File: src/rtl/eepromPkg.sv
package eepromPkg;

  typedef enum logic [1:0] {
    PROG_WRITE = 2'd0,
    PROG_ERASE = 2'd1,
    PROG_WRALL = 2'd2,
    PROG_ERALL = 2'd3
  } progKind_t;

  typedef struct packed {
    logic      hdrShift;
    logic      dataShift;
    logic      rdLoad;
    logic      rdStep;
    logic      commit;
    progKind_t kind;
  } dpStrobe_t;

endpackage

File: src/rtl/eepromCtrl.sv
module eepromCtrl
  import eepromPkg::*;
#(
  parameter int WORD_BITS   = 8,
  parameter int ADDR_BITS   = 7,
  parameter int PROG_CYCLES = 1000,
  parameter bit ALLOW_BULK  = 1'b1
) (
  input  logic       clk,
  input  logic       rstN,
  input  logic       csIn,
  input  logic       skIn,
  input  logic       diIn,
  input  logic [1:0] hdrOpcode,
  input  logic [1:0] hdrExt,
  input  logic       rdBit,
  output logic       diBit,
  output dpStrobe_t  stb,
  output logic       doData,
  output logic       doOe
);

  localparam int HDR_W = 2 + ADDR_BITS;
  localparam int MAX_W = (HDR_W > WORD_BITS) ? HDR_W : WORD_BITS;
  localparam int CNT_W = $clog2(MAX_W + 1);
  localparam int TMR_W = $clog2(PROG_CYCLES + 1);

  typedef enum logic [3:0] {
    ST_IDLE, ST_HDR, ST_DECODE, ST_DATA, ST_READ,
    ST_SKIP, ST_ARMED, ST_BUSY, ST_DONE
  } ctlState_t;

  ctlState_t   state;
  logic [2:0]  syncA, syncB;
  logic        skPrev;
  logic        csS, skS, diS, skRise;
  logic [CNT_W-1:0] bitCnt;
  logic [TMR_W-1:0] progTimer;
  logic        wel;
  progKind_t   kind;
  logic        timerDone;

  // two-flop synchroniser for select, clock and data
  always_ff @(posedge clk or negedge rstN) begin
    if (!rstN) begin
      syncA  <= '0;
      syncB  <= '0;
      skPrev <= 1'b0;
    end else begin
      syncA  <= {csIn, skIn, diIn};
      syncB  <= syncA;
      skPrev <= syncB[1];
    end
  end

  assign csS    = syncB[2];
  assign skS    = syncB[1];
  assign diS    = syncB[0];
  assign skRise = skS && !skPrev;
  assign diBit  = diS;
  assign timerDone = (progTimer == TMR_W'(PROG_CYCLES - 1));

  always_ff @(posedge clk or negedge rstN) begin
    if (!rstN) begin
      state     <= ST_IDLE;
      bitCnt    <= '0;
      progTimer <= '0;
      wel       <= 1'b0;
      kind      <= PROG_WRITE;
    end else begin
      case (state)
        ST_IDLE: begin
          if (csS && skRise && diS) begin
            state  <= ST_HDR;
            bitCnt <= '0;
          end
        end
        ST_HDR: begin
          if (!csS) state <= ST_IDLE;
          else if (skRise) begin
            bitCnt <= bitCnt + 1'b1;
            if (bitCnt == CNT_W'(HDR_W - 1)) state <= ST_DECODE;
          end
        end
        ST_DECODE: begin
          if (!csS) state <= ST_IDLE;
          else begin
            bitCnt <= '0;
            case (hdrOpcode)
              2'b10: state <= ST_READ;
              2'b01: begin
                kind  <= PROG_WRITE;
                state <= ST_DATA;
              end
              2'b11: begin
                kind  <= PROG_ERASE;
                state <= wel ? ST_ARMED : ST_SKIP;
              end
              default: begin
                case (hdrExt)
                  2'b11: begin
                    wel   <= 1'b1;
                    state <= ST_SKIP;
                  end
                  2'b00: begin
                    wel   <= 1'b0;
                    state <= ST_SKIP;
                  end
                  2'b01: begin
                    kind  <= PROG_WRALL;
                    state <= ST_DATA;
                  end
                  default: begin
                    kind  <= PROG_ERALL;
                    state <= (wel && ALLOW_BULK) ? ST_ARMED : ST_SKIP;
                  end
                endcase
              end
            endcase
          end
        end
        ST_DATA: begin
          if (!csS) state <= ST_IDLE;
          else if (skRise) begin
            bitCnt <= bitCnt + 1'b1;
            if (bitCnt == CNT_W'(WORD_BITS - 1))
              state <= (wel && (kind == PROG_WRITE || ALLOW_BULK)) ? ST_ARMED : ST_SKIP;
          end
        end
        ST_READ, ST_SKIP: begin
          if (!csS) state <= ST_IDLE;
        end
        ST_ARMED: begin
          if (!csS) begin
            state     <= ST_BUSY;
            progTimer <= '0;
          end
        end
        ST_BUSY: begin
          if (timerDone) state <= ST_DONE;
          else progTimer <= progTimer + 1'b1;
        end
        ST_DONE: begin
          if (!csS) state <= ST_IDLE;
          else if (skRise && diS) begin
            state  <= ST_HDR;
            bitCnt <= '0;
          end
        end
        default: state <= ST_IDLE;
      endcase
    end
  end

  always_comb begin
    stb           = '0;
    stb.hdrShift  = (state == ST_HDR) && csS && skRise;
    stb.dataShift = (state == ST_DATA) && csS && skRise;
    stb.rdLoad    = (state == ST_DECODE) && csS && (hdrOpcode == 2'b10);
    stb.rdStep    = (state == ST_READ) && csS && skRise;
    stb.commit    = (state == ST_BUSY) && timerDone;
    stb.kind      = kind;
  end

  assign doOe   = (state == ST_READ) || (((state == ST_BUSY) || (state == ST_DONE)) && csS);
  assign doData = (state == ST_READ) ? rdBit : (state == ST_DONE);

  assert_start_on_one_R1: assert property (@(posedge clk) disable iff (!rstN)
    (state == ST_HDR && $past(state) == ST_IDLE) |-> $past(diS));

  assert_commit_needs_enable_R6: assert property (@(posedge clk) disable iff (!rstN)
    stb.commit |-> wel);

  assert_bulk_gate_R8: assert property (@(posedge clk) disable iff (!rstN)
    (stb.commit && (kind == PROG_WRALL || kind == PROG_ERALL)) |-> (ALLOW_BULK != 1'b0));

  assert_released_when_deselected_R9: assert property (@(posedge clk) disable iff (!rstN)
    (!csS && !$past(csS)) |-> !doOe);

  assert_busy_shows_low_R10: assert property (@(posedge clk) disable iff (!rstN)
    (state == ST_BUSY && csS) |-> (doOe && !doData));

  assert_one_strobe_R4: assert property (@(posedge clk) disable iff (!rstN)
    $onehot0({stb.hdrShift, stb.dataShift, stb.rdLoad, stb.rdStep, stb.commit}));

endmodule

File: src/rtl/eepromDatapath.sv
module eepromDatapath
  import eepromPkg::*;
#(
  parameter int WORD_BITS     = 8,
  parameter int ADDR_BITS     = 7,
  parameter int MEM_ADDR_BITS = 6
) (
  input  logic       clk,
  input  logic       rstN,
  input  dpStrobe_t  stb,
  input  logic       diBit,
  output logic [1:0] hdrOpcode,
  output logic [1:0] hdrExt,
  output logic       rdBit
);

  localparam int HDR_W  = 2 + ADDR_BITS;
  localparam int DEPTH  = 1 << MEM_ADDR_BITS;
  localparam int LEFT_W = $clog2(WORD_BITS + 1);

  logic [HDR_W-1:0]         hdrReg;
  logic [WORD_BITS-1:0]     dataReg;
  logic [WORD_BITS-1:0]     mem [DEPTH];
  logic [WORD_BITS-1:0]     rdShift;
  logic [MEM_ADDR_BITS-1:0] rdAddr;
  logic [LEFT_W-1:0]        rdLeft;
  logic [MEM_ADDR_BITS-1:0] wordAddr;
  logic                     isBulk, isErase;
  logic [WORD_BITS-1:0]     fillWord;

  assign hdrOpcode = hdrReg[HDR_W-1 -: 2];
  assign hdrExt    = hdrReg[ADDR_BITS-1 -: 2];
  assign wordAddr  = hdrReg[MEM_ADDR_BITS-1:0];
  assign isBulk    = (stb.kind == PROG_WRALL) || (stb.kind == PROG_ERALL);
  assign isErase   = (stb.kind == PROG_ERASE) || (stb.kind == PROG_ERALL);
  assign fillWord  = isErase ? '1 : dataReg;

  always_ff @(posedge clk or negedge rstN) begin
    if (!rstN) begin
      hdrReg  <= '0;
      dataReg <= '0;
    end else begin
      if (stb.hdrShift)  hdrReg  <= {hdrReg[HDR_W-2:0], diBit};
      if (stb.dataShift) dataReg <= {dataReg[WORD_BITS-2:0], diBit};
    end
  end

  for (genvar i = 0; i < DEPTH; i++) begin : gWord
    always_ff @(posedge clk or negedge rstN) begin
      if (!rstN) mem[i] <= '1;
      else if (stb.commit && (isBulk || wordAddr == MEM_ADDR_BITS'(i))) mem[i] <= fillWord;
    end
  end

  always_ff @(posedge clk or negedge rstN) begin
    if (!rstN) begin
      rdShift <= '0;
      rdAddr  <= '0;
      rdLeft  <= LEFT_W'(WORD_BITS);
      rdBit   <= 1'b0;
    end else if (stb.rdLoad) begin
      rdShift <= mem[wordAddr];
      rdAddr  <= wordAddr + 1'b1;
      rdLeft  <= LEFT_W'(WORD_BITS);
      rdBit   <= 1'b0;
    end else if (stb.rdStep) begin
      rdBit <= rdShift[WORD_BITS-1];
      if (rdLeft == LEFT_W'(1)) begin
        rdShift <= mem[rdAddr];
        rdAddr  <= rdAddr + 1'b1;
        rdLeft  <= LEFT_W'(WORD_BITS);
      end else begin
        rdShift <= rdShift << 1;
        rdLeft  <= rdLeft - 1'b1;
      end
    end
  end

  assert_read_count_range_R3: assert property (@(posedge clk) disable iff (!rstN)
    (rdLeft != '0) && (rdLeft <= LEFT_W'(WORD_BITS)));

endmodule

File: src/rtl/threeWireEeprom.sv
module threeWireEeprom
  import eepromPkg::*;
#(
  parameter int WORD_BITS     = 8,
  parameter int ADDR_BITS     = 7,
  parameter int MEM_ADDR_BITS = 6,
  parameter int PROG_CYCLES   = 1000,
  parameter bit ALLOW_BULK    = 1'b1
) (
  input  logic clk,
  input  logic rstN,
  input  logic csIn,
  input  logic skIn,
  input  logic diIn,
  output logic doData,
  output logic doOe
);

  dpStrobe_t  stb;
  logic [1:0] hdrOpcode;
  logic [1:0] hdrExt;
  logic       rdBit;
  logic       diBit;

  eepromCtrl #(
    .WORD_BITS  (WORD_BITS),
    .ADDR_BITS  (ADDR_BITS),
    .PROG_CYCLES(PROG_CYCLES),
    .ALLOW_BULK (ALLOW_BULK)
  ) uCtrl (
    .clk      (clk),
    .rstN     (rstN),
    .csIn     (csIn),
    .skIn     (skIn),
    .diIn     (diIn),
    .hdrOpcode(hdrOpcode),
    .hdrExt   (hdrExt),
    .rdBit    (rdBit),
    .diBit    (diBit),
    .stb      (stb),
    .doData   (doData),
    .doOe     (doOe)
  );

  eepromDatapath #(
    .WORD_BITS    (WORD_BITS),
    .ADDR_BITS    (ADDR_BITS),
    .MEM_ADDR_BITS(MEM_ADDR_BITS)
  ) uData (
    .clk      (clk),
    .rstN     (rstN),
    .stb      (stb),
    .diBit    (diBit),
    .hdrOpcode(hdrOpcode),
    .hdrExt   (hdrExt),
    .rdBit    (rdBit)
  );

endmodule

File: config.mk
export PLATFORM = sky130hd
export DESIGN_NAME = threeWireEeprom
export DESIGN_NICKNAME = d
export VERILOG_FILES = /design/src/rtl/eepromPkg.sv /design/src/rtl/eepromCtrl.sv /design/src/rtl/eepromDatapath.sv /design/src/rtl/threeWireEeprom.sv
export SDC_FILE = /design/constraint.sdc
export NUM_CORES = 1
export LEC_CHECK = 0
export ABC_AREA = 1
export BUFFER_PORTS_ARGS = -buffer_cell sky130_fd_sc_hd__buf_2
export CORE_ASPECT_RATIO = 0.6
export CORE_MARGIN = 2
export CORE_UTILIZATION = 40
export CTS_BUF_LIST = sky130_fd_sc_hd__clkbuf_16
export DETAILED_ROUTE_END_ITERATION = 8
export PLACE_DENSITY_LB_ADDON = 0.15
export SLEW_MARGIN = 10
export SYNTH_ARGS = -nofsm -noshare
export SYNTH_HDL_FRONTEND = slang
export SYNTH_SLANG_ARGS = --single-unit
File: constraint.sdc
create_clock -name clk -period 2.3 [get_ports clk]
set_clock_uncertainty 0.1 [all_clocks]
set_input_delay 0.23 -clock clk [delete_from_list [all_inputs] [get_ports clk]]
set_output_delay 0.23 -clock clk [all_outputs]
set_load 0.1 [all_outputs]
* Yosys cells after proc, flatten, opt, wreduce, memory -nomap -nowiden
Cells that the tools add are included.
W data, S select, Z words.
** Storage, ports and cells
- Register bits after elaboration :: 576
- Input port bits :: 5
- Output and inout port bits :: 2
- Word-level logic and storage cells :: 402
** Operators by class
- Add/sub/neg operators :: 5
- Order comparisons :: 2
- Equal/unequal tests :: 99
- Muxes and demuxes :: 49
- Bitwise gates (word level) :: 4
- Reductions and logical operators :: 165
** Operator list (count)
- $eq A6 B6 Y1 const B :: 32
- $bmux W8 S6 :: 2
- $eq A6 B5 Y1 const B :: 16
- $mux W4 :: 22
- $logic_and A1 B1 Y1 :: 78
- $logic_or A1 B1 Y1 :: 68
- $mux W8 :: 8
- $eq A6 B4 Y1 const B :: 8
- $pmux W4 S8 :: 1
- $eq A6 B3 Y1 const B :: 4
- $eq A4 B3 Y1 const B :: 5
- $mux W10 :: 2
- $pmux W10 S2 :: 1
- $mux W6 :: 3
- $pmux W4 S4 :: 1
- $ne A3 B3 Y1 const B :: 5
- $ge A7 B7 Y1 const B :: 2
- $ne A2 B1 Y1 const B :: 7
- $not A6 Y7 :: 2
- $add A6 B1 Y6 const B :: 2
- $eq A6 B2 Y1 const B :: 2
- $pmux W4 S3 :: 1
- $add A10 B1 Y10 const B :: 1
- $eq A10 B10 Y1 const B :: 1
- 30 further kinds :: 50

* Depth between registers and ports, before layout
- Depth after elaboration :: 7
- Mapped depth :: 18
- Depth with buffers taken out :: 15

* By module
From an unflattened synthesis, not the netlist that was laid out.
** Second synthesis, totals
- Cells, all modules :: 4891
- Area total of the unflattened synthesis :: 33415.8 sq um
** Modules (own cells, without submodules)
- eepromDatapath :: instances 1, cells an instance 4652, area an instance 31552.8 sq um, seq. area each 14355.0 sq um
- eepromCtrl :: instances 1, cells an instance 239, area an instance 1863.0 sq um, seq. area each 700.7 sq um

* Worst setup path before layout
OpenSTA, ideal clock, no wires.
- Path kind :: reg2out
- From :: register uCtrl.state[0]
- To :: output doData
- Arrival time :: 2894 ps
- Required time :: 1970 ps
- Path slack :: -924 ps
- Cell stages (with the launch flop) :: 6
- Cell sequence :: dfrtp_1 nor2_1 inv_1 nor2_1 inv_1 o21ai_0
** Between the ends
- Longest elaborated chain between the ends :: 2
- Elaborated cells on any way between the ends :: 3
** RTL lines
- start, declared :: RTL line eepromCtrl.sv:33 : ctlState_t state;
- start signal, assigned :: RTL line eepromCtrl.sv:97 : state <= wel ? ST_ARMED : ST_SKIP;
- start signal, assigned :: RTL line eepromCtrl.sv:115 : state <= (wel && ALLOW_BULK) ? ST_ARMED : ST_SKIP;
- start signal, assigned :: RTL line eepromCtrl.sv:127 : state <= (wel && (kind == PROG_WRITE || ALLOW_BULK)) ? ST_ARMED : ST_SKIP;
- $eq A4 B4 Y1 or $eq A4 B3 Y1 (tied branches) :: RTL line eepromCtrl.sv:166 : assign doData = (state == ST_READ) ? rdBit : (state == ST_DONE);
- $mux W1 * :: RTL line eepromCtrl.sv:166
- end, declared :: RTL line threeWireEeprom.sv:15 : output logic doData,
Mark *: on every way between the ends. The rest lies on a longest branch, timed or not.

* Worst setup path in the final report
Same ends and word-level chain as after synthesis.

==> results.toml <==
[synth]
ys_seq_elements = 576
syn-num-nets = 4867
synth.cell_area_sq_um = 33400
synthAdderAreaFrac_pct = 0.375
synth_compound_area_share_pct = 11.2
yosys-mux-area-fraction_pct = 0
yosysWarnings = 0
synth_edf_count = 0
synth_top_family_by_area = "simple AND/OR/NAND/NOR gates"
avgSynthCellArea_sq_um = 6.88
ys_types = 42
dominantRegCellSynth = "dfstp_2"
ys_seq_area_share_pct = 45.1
synthXorXnorAreaFrac_pct = 0.157
yosys.area_share.simple_pct = 37.5
syn_inst = 4852
ys_async_sr_fraction_pct = 100

[sta]
fmax_ghz = 0.387
maxSlewViolCount = 0
worst_slack_ps = -283
rsz0062_at_grt = "true"
setup_violations = 8
fin_crit_sh_pct = 112
tightest_slew_ps = 835
final.min_clock_period_ps = 2580
max_slew_margin_pct = 44.3
final_hold_viol_count = 0

[detailed_routing]
vias = 33600
drt_first_iter_violations = 4605
wirelength_microns = 134000
drc = 0
dr.pass1.iters = 8
ant_nets = 0
vias_per_cell = 5.55
drt-wirelength-per-cell_microns = 22.1

[worst_setup_path]
critPathArrivalTime_ps = 2250
cp_max_fo = 4
worst-setup-path-type = "reg2out"
endpoint_kind = "output port"
startpoint_type = "flip-flop"
critPathRequiredTime_ps = 1970

[layout]
area_delta_synth_final_pct = 23.8
num_antenna_cells = 0
fillCellCount = 8226
finalNetCount = 4937
finalNonFillerCells = 6062
fin_area_sq_um = 41300
drive_gt1_share_pct = 27.7

[cts]
cts_root_buf = "clkbuf_16"
cts_sinks = 576
htreeDepth = 2
clkTransAtPathRegs_ps = 60
clockBufferDepth = 3
clk_latency_ps = 650
cts_tree = "yes"
cts_made_buffers = 59

[global_routing]
grt_pass1_wl_microns = 197000
grt_pass1_vias = 30000
track_usage_pct = 29.9
grt_overflow = 0
grt_max_degree = 75
grt_antenna_before_repair = 2

[place]
dp_cells = 5862
portBuffers = 6
placed_cell_area_sq_um = 36400
hpwlAfterDp_microns = 85200
place.gp.congestion = 0.969
dpl_worst_slack_ps = -271

[pwr]
p_sw_share_pct = 35.2
power_frac_clock_pct = 32.3
irDropWorstVdd_mv = 0.633
p_total_mw = 29.9
seqPwrFrac_pct = 35.3
p_int_mw = 19.4
pwr_density_cell_nw_per_um2 = 724
combPwrFrac_pct = 32.4
leakagePower_nw = 17.4
p_switching_mw = 10.5

[run_status]
status = "finished with violations"
violations = "negative setup slack"

[floorplan]
die_area_sq_um = 85900
rows = 82
ios = 7
die_h_microns = 228
start_util_pct = 40.2
die-width_microns = 377
core_sq_um = 83100

[run]
drv_cap = 0

[worst_hold_path]
worst_hold_path_type = "in2reg"
critical path, stage by stage (launching register included):
cell,delay [ps]
dfrtp_1,400
nor2_1,210
inv_1,120
nor2_1,140
inv_1,100
o21ai_1,400
buf_12,240
area by class of cell:
| class | count | area (sq um) | share of cell area [%] |
|---|---|---|---|
| Tap cell | 1092 | 1370 | 3.31 |
| Inverter | 79 | 350 | 0.848 |
| Clock inverter | 47 | 307 | 0.742 |
| Clock buffer | 62 | 1550 | 3.75 |
| Timing Repair Buffer | 342 | 4720 | 11.4 |
| Sequential cell | 576 | 15100 | 36.5 |
| Multi-Input combinational cell | 3864 | 18000 | 43.4 |
cell usage in the layout, fill, tap and decap left out, drive strengths merged:
| cell type | synthesis | final |
|---|---|---|
| o21ai | 657 | 657 |
| o22ai | 14 | 14 |
| o2111ai | 1 | 1 |
| nand4 | 11 | 11 |
| xnor2 | 2 | 2 |
| a31oi | 4 | 4 |
| clkinv | 2 | 32 |
| bufinv | 0 | 4 |
| nor2 | 147 | 147 |
| or2 | 7 | 7 |
| a211oi | 2 | 2 |
| clkinvlp | 0 | 2 |
| o31ai | 2 | 2 |
| inv | 77 | 88 |
| nand2 | 2515 | 2521 |
| a32oi | 1 | 1 |
| o211ai | 2 | 2 |
| dfstp | 513 | 513 |
| nor3 | 8 | 8 |
| buf | 233 | 322 |
| a21oi | 19 | 19 |
| nand3 | 429 | 429 |
| clkbuf | 106 | 76 |
| nor4 | 1 | 1 |
| xor2 | 4 | 4 |
| nor3b | 1 | 1 |
| ha | 10 | 10 |
| a22oi | 21 | 21 |
| dlygate4sd3 | 0 | 6 |
| dfrtp | 63 | 63 |
power by group through the flow:
stage	Sequential [mW]	Combinational, mW	Clock (mW)
after floorplan	10.6	3.27	0
after global placement	10.7	6.81	0
after detailed placement	10.7	6.80	0
after CTS	10.6	8.09	9.86
after global routing	10.6	10.0	10.3
final	10.6	9.69	9.68
metal layers:
layer	wire (microns)	vias up	part of all wire [%]	track usage [%]
li1	-	15700	-	-
met1	63500	16100	47	48.5
met2	52700	1664	39	39.7
met3	15100	164	11	6.49
met4	2410	0	1.8	6.25
met5	0	-	0	0
final timing paths:
kind,cells after the start,from,end,slack [ps]
hold reg to reg,0,uCtrl.syncA[1]$_DFF_PN0_,uCtrl.syncB[1]$_DFF_PN0_,250
setup reg to reg,20,uData.hdrReg[0]$_DFFE_PN0P_,uData.rdShift[1]$_DFFE_PN0P_,-60
min in group asynchronous,3,rstN,uData.hdrReg[5]$_DFFE_PN0P_,570
setup / recovery,6,uCtrl.state[0]$_DFFE_PN0P_,doData,-280
hold / removal,2,diIn,uCtrl.syncA[0]$_DFF_PN0_,180
max in group asynchronous,4,rstN,uData.hdrReg[3]$_DFFE_PN0P_,490
timing repair:
item                       4_1_cts  5_1_grt
setup buffers                   23       48
gates cloned                     9       22
gates resized for setup        117      425
hold buffers                     6        0
hold endpoints to repair       172        0
setup endpoints to repair       53      337
pin swaps                       38      166
kinds of logic after synthesis:
group                      Yosys count
and+or+nand+nor                   3119
AOI/OAI and AO/OA                  723
xor gates and xnor gates             6
adders and majority gates           10
DFF                                576
buffers and inverters              418
registers in the layout, summed over array words and instances (netlist names):
register         flops
uCtrl.progTimer     10
uData.dataReg        8
uCtrl.skPrev         1
uData.mem          512
uData.hdrReg         9
uCtrl.syncA          3
uData.rdAddr         6
uCtrl.bitCnt         4
uCtrl.kind           2
uData.rdLeft         4
uData.rdShift        8
uCtrl.wel            1
uCtrl.state          4
uData.rdBit          1
uCtrl.syncB          3
stage by stage:
step | utilization, % | setup TNS (ps) | hold WS (ps)
floorplan | - | -417 | -166
global placement | 43.8 | -3300 | 82.8
detailed placement | 43.8 | -2840 | 85.4
CTS | 47.2 | -686 | 143
global route | 49.7 | -2140 | 177
finish | 49.7 | -782 | 175
synth_stat cells (14+ instances only):
| library cell | n | area (sq um) |
|---|---|---|
| buf_1 | 29 | 109 |
| nand3_1 | 428 | 2140 |
| nand2_1 | 2454 | 9210 |
| inv_1 | 62 | 233 |
| a22oi_1 | 21 | 158 |
| dfrtp_1 | 63 | 1580 |
| clkbuf_1 | 106 | 398 |
| nand2_2 | 59 | 369 |
| inv_2 | 14 | 52.6 |
| dfstp_2 | 513 | 13500 |
| o22ai_1 | 14 | 87.6 |
| a21oi_1 | 19 | 95.1 |
| nor2_1 | 138 | 518 |
| o21ai_1 | 223 | 1120 |
| buf_2 | 187 | 936 |
| o21ai_0 | 431 | 2160 |
Note: power is estimated with default switching activity, not from simulation.
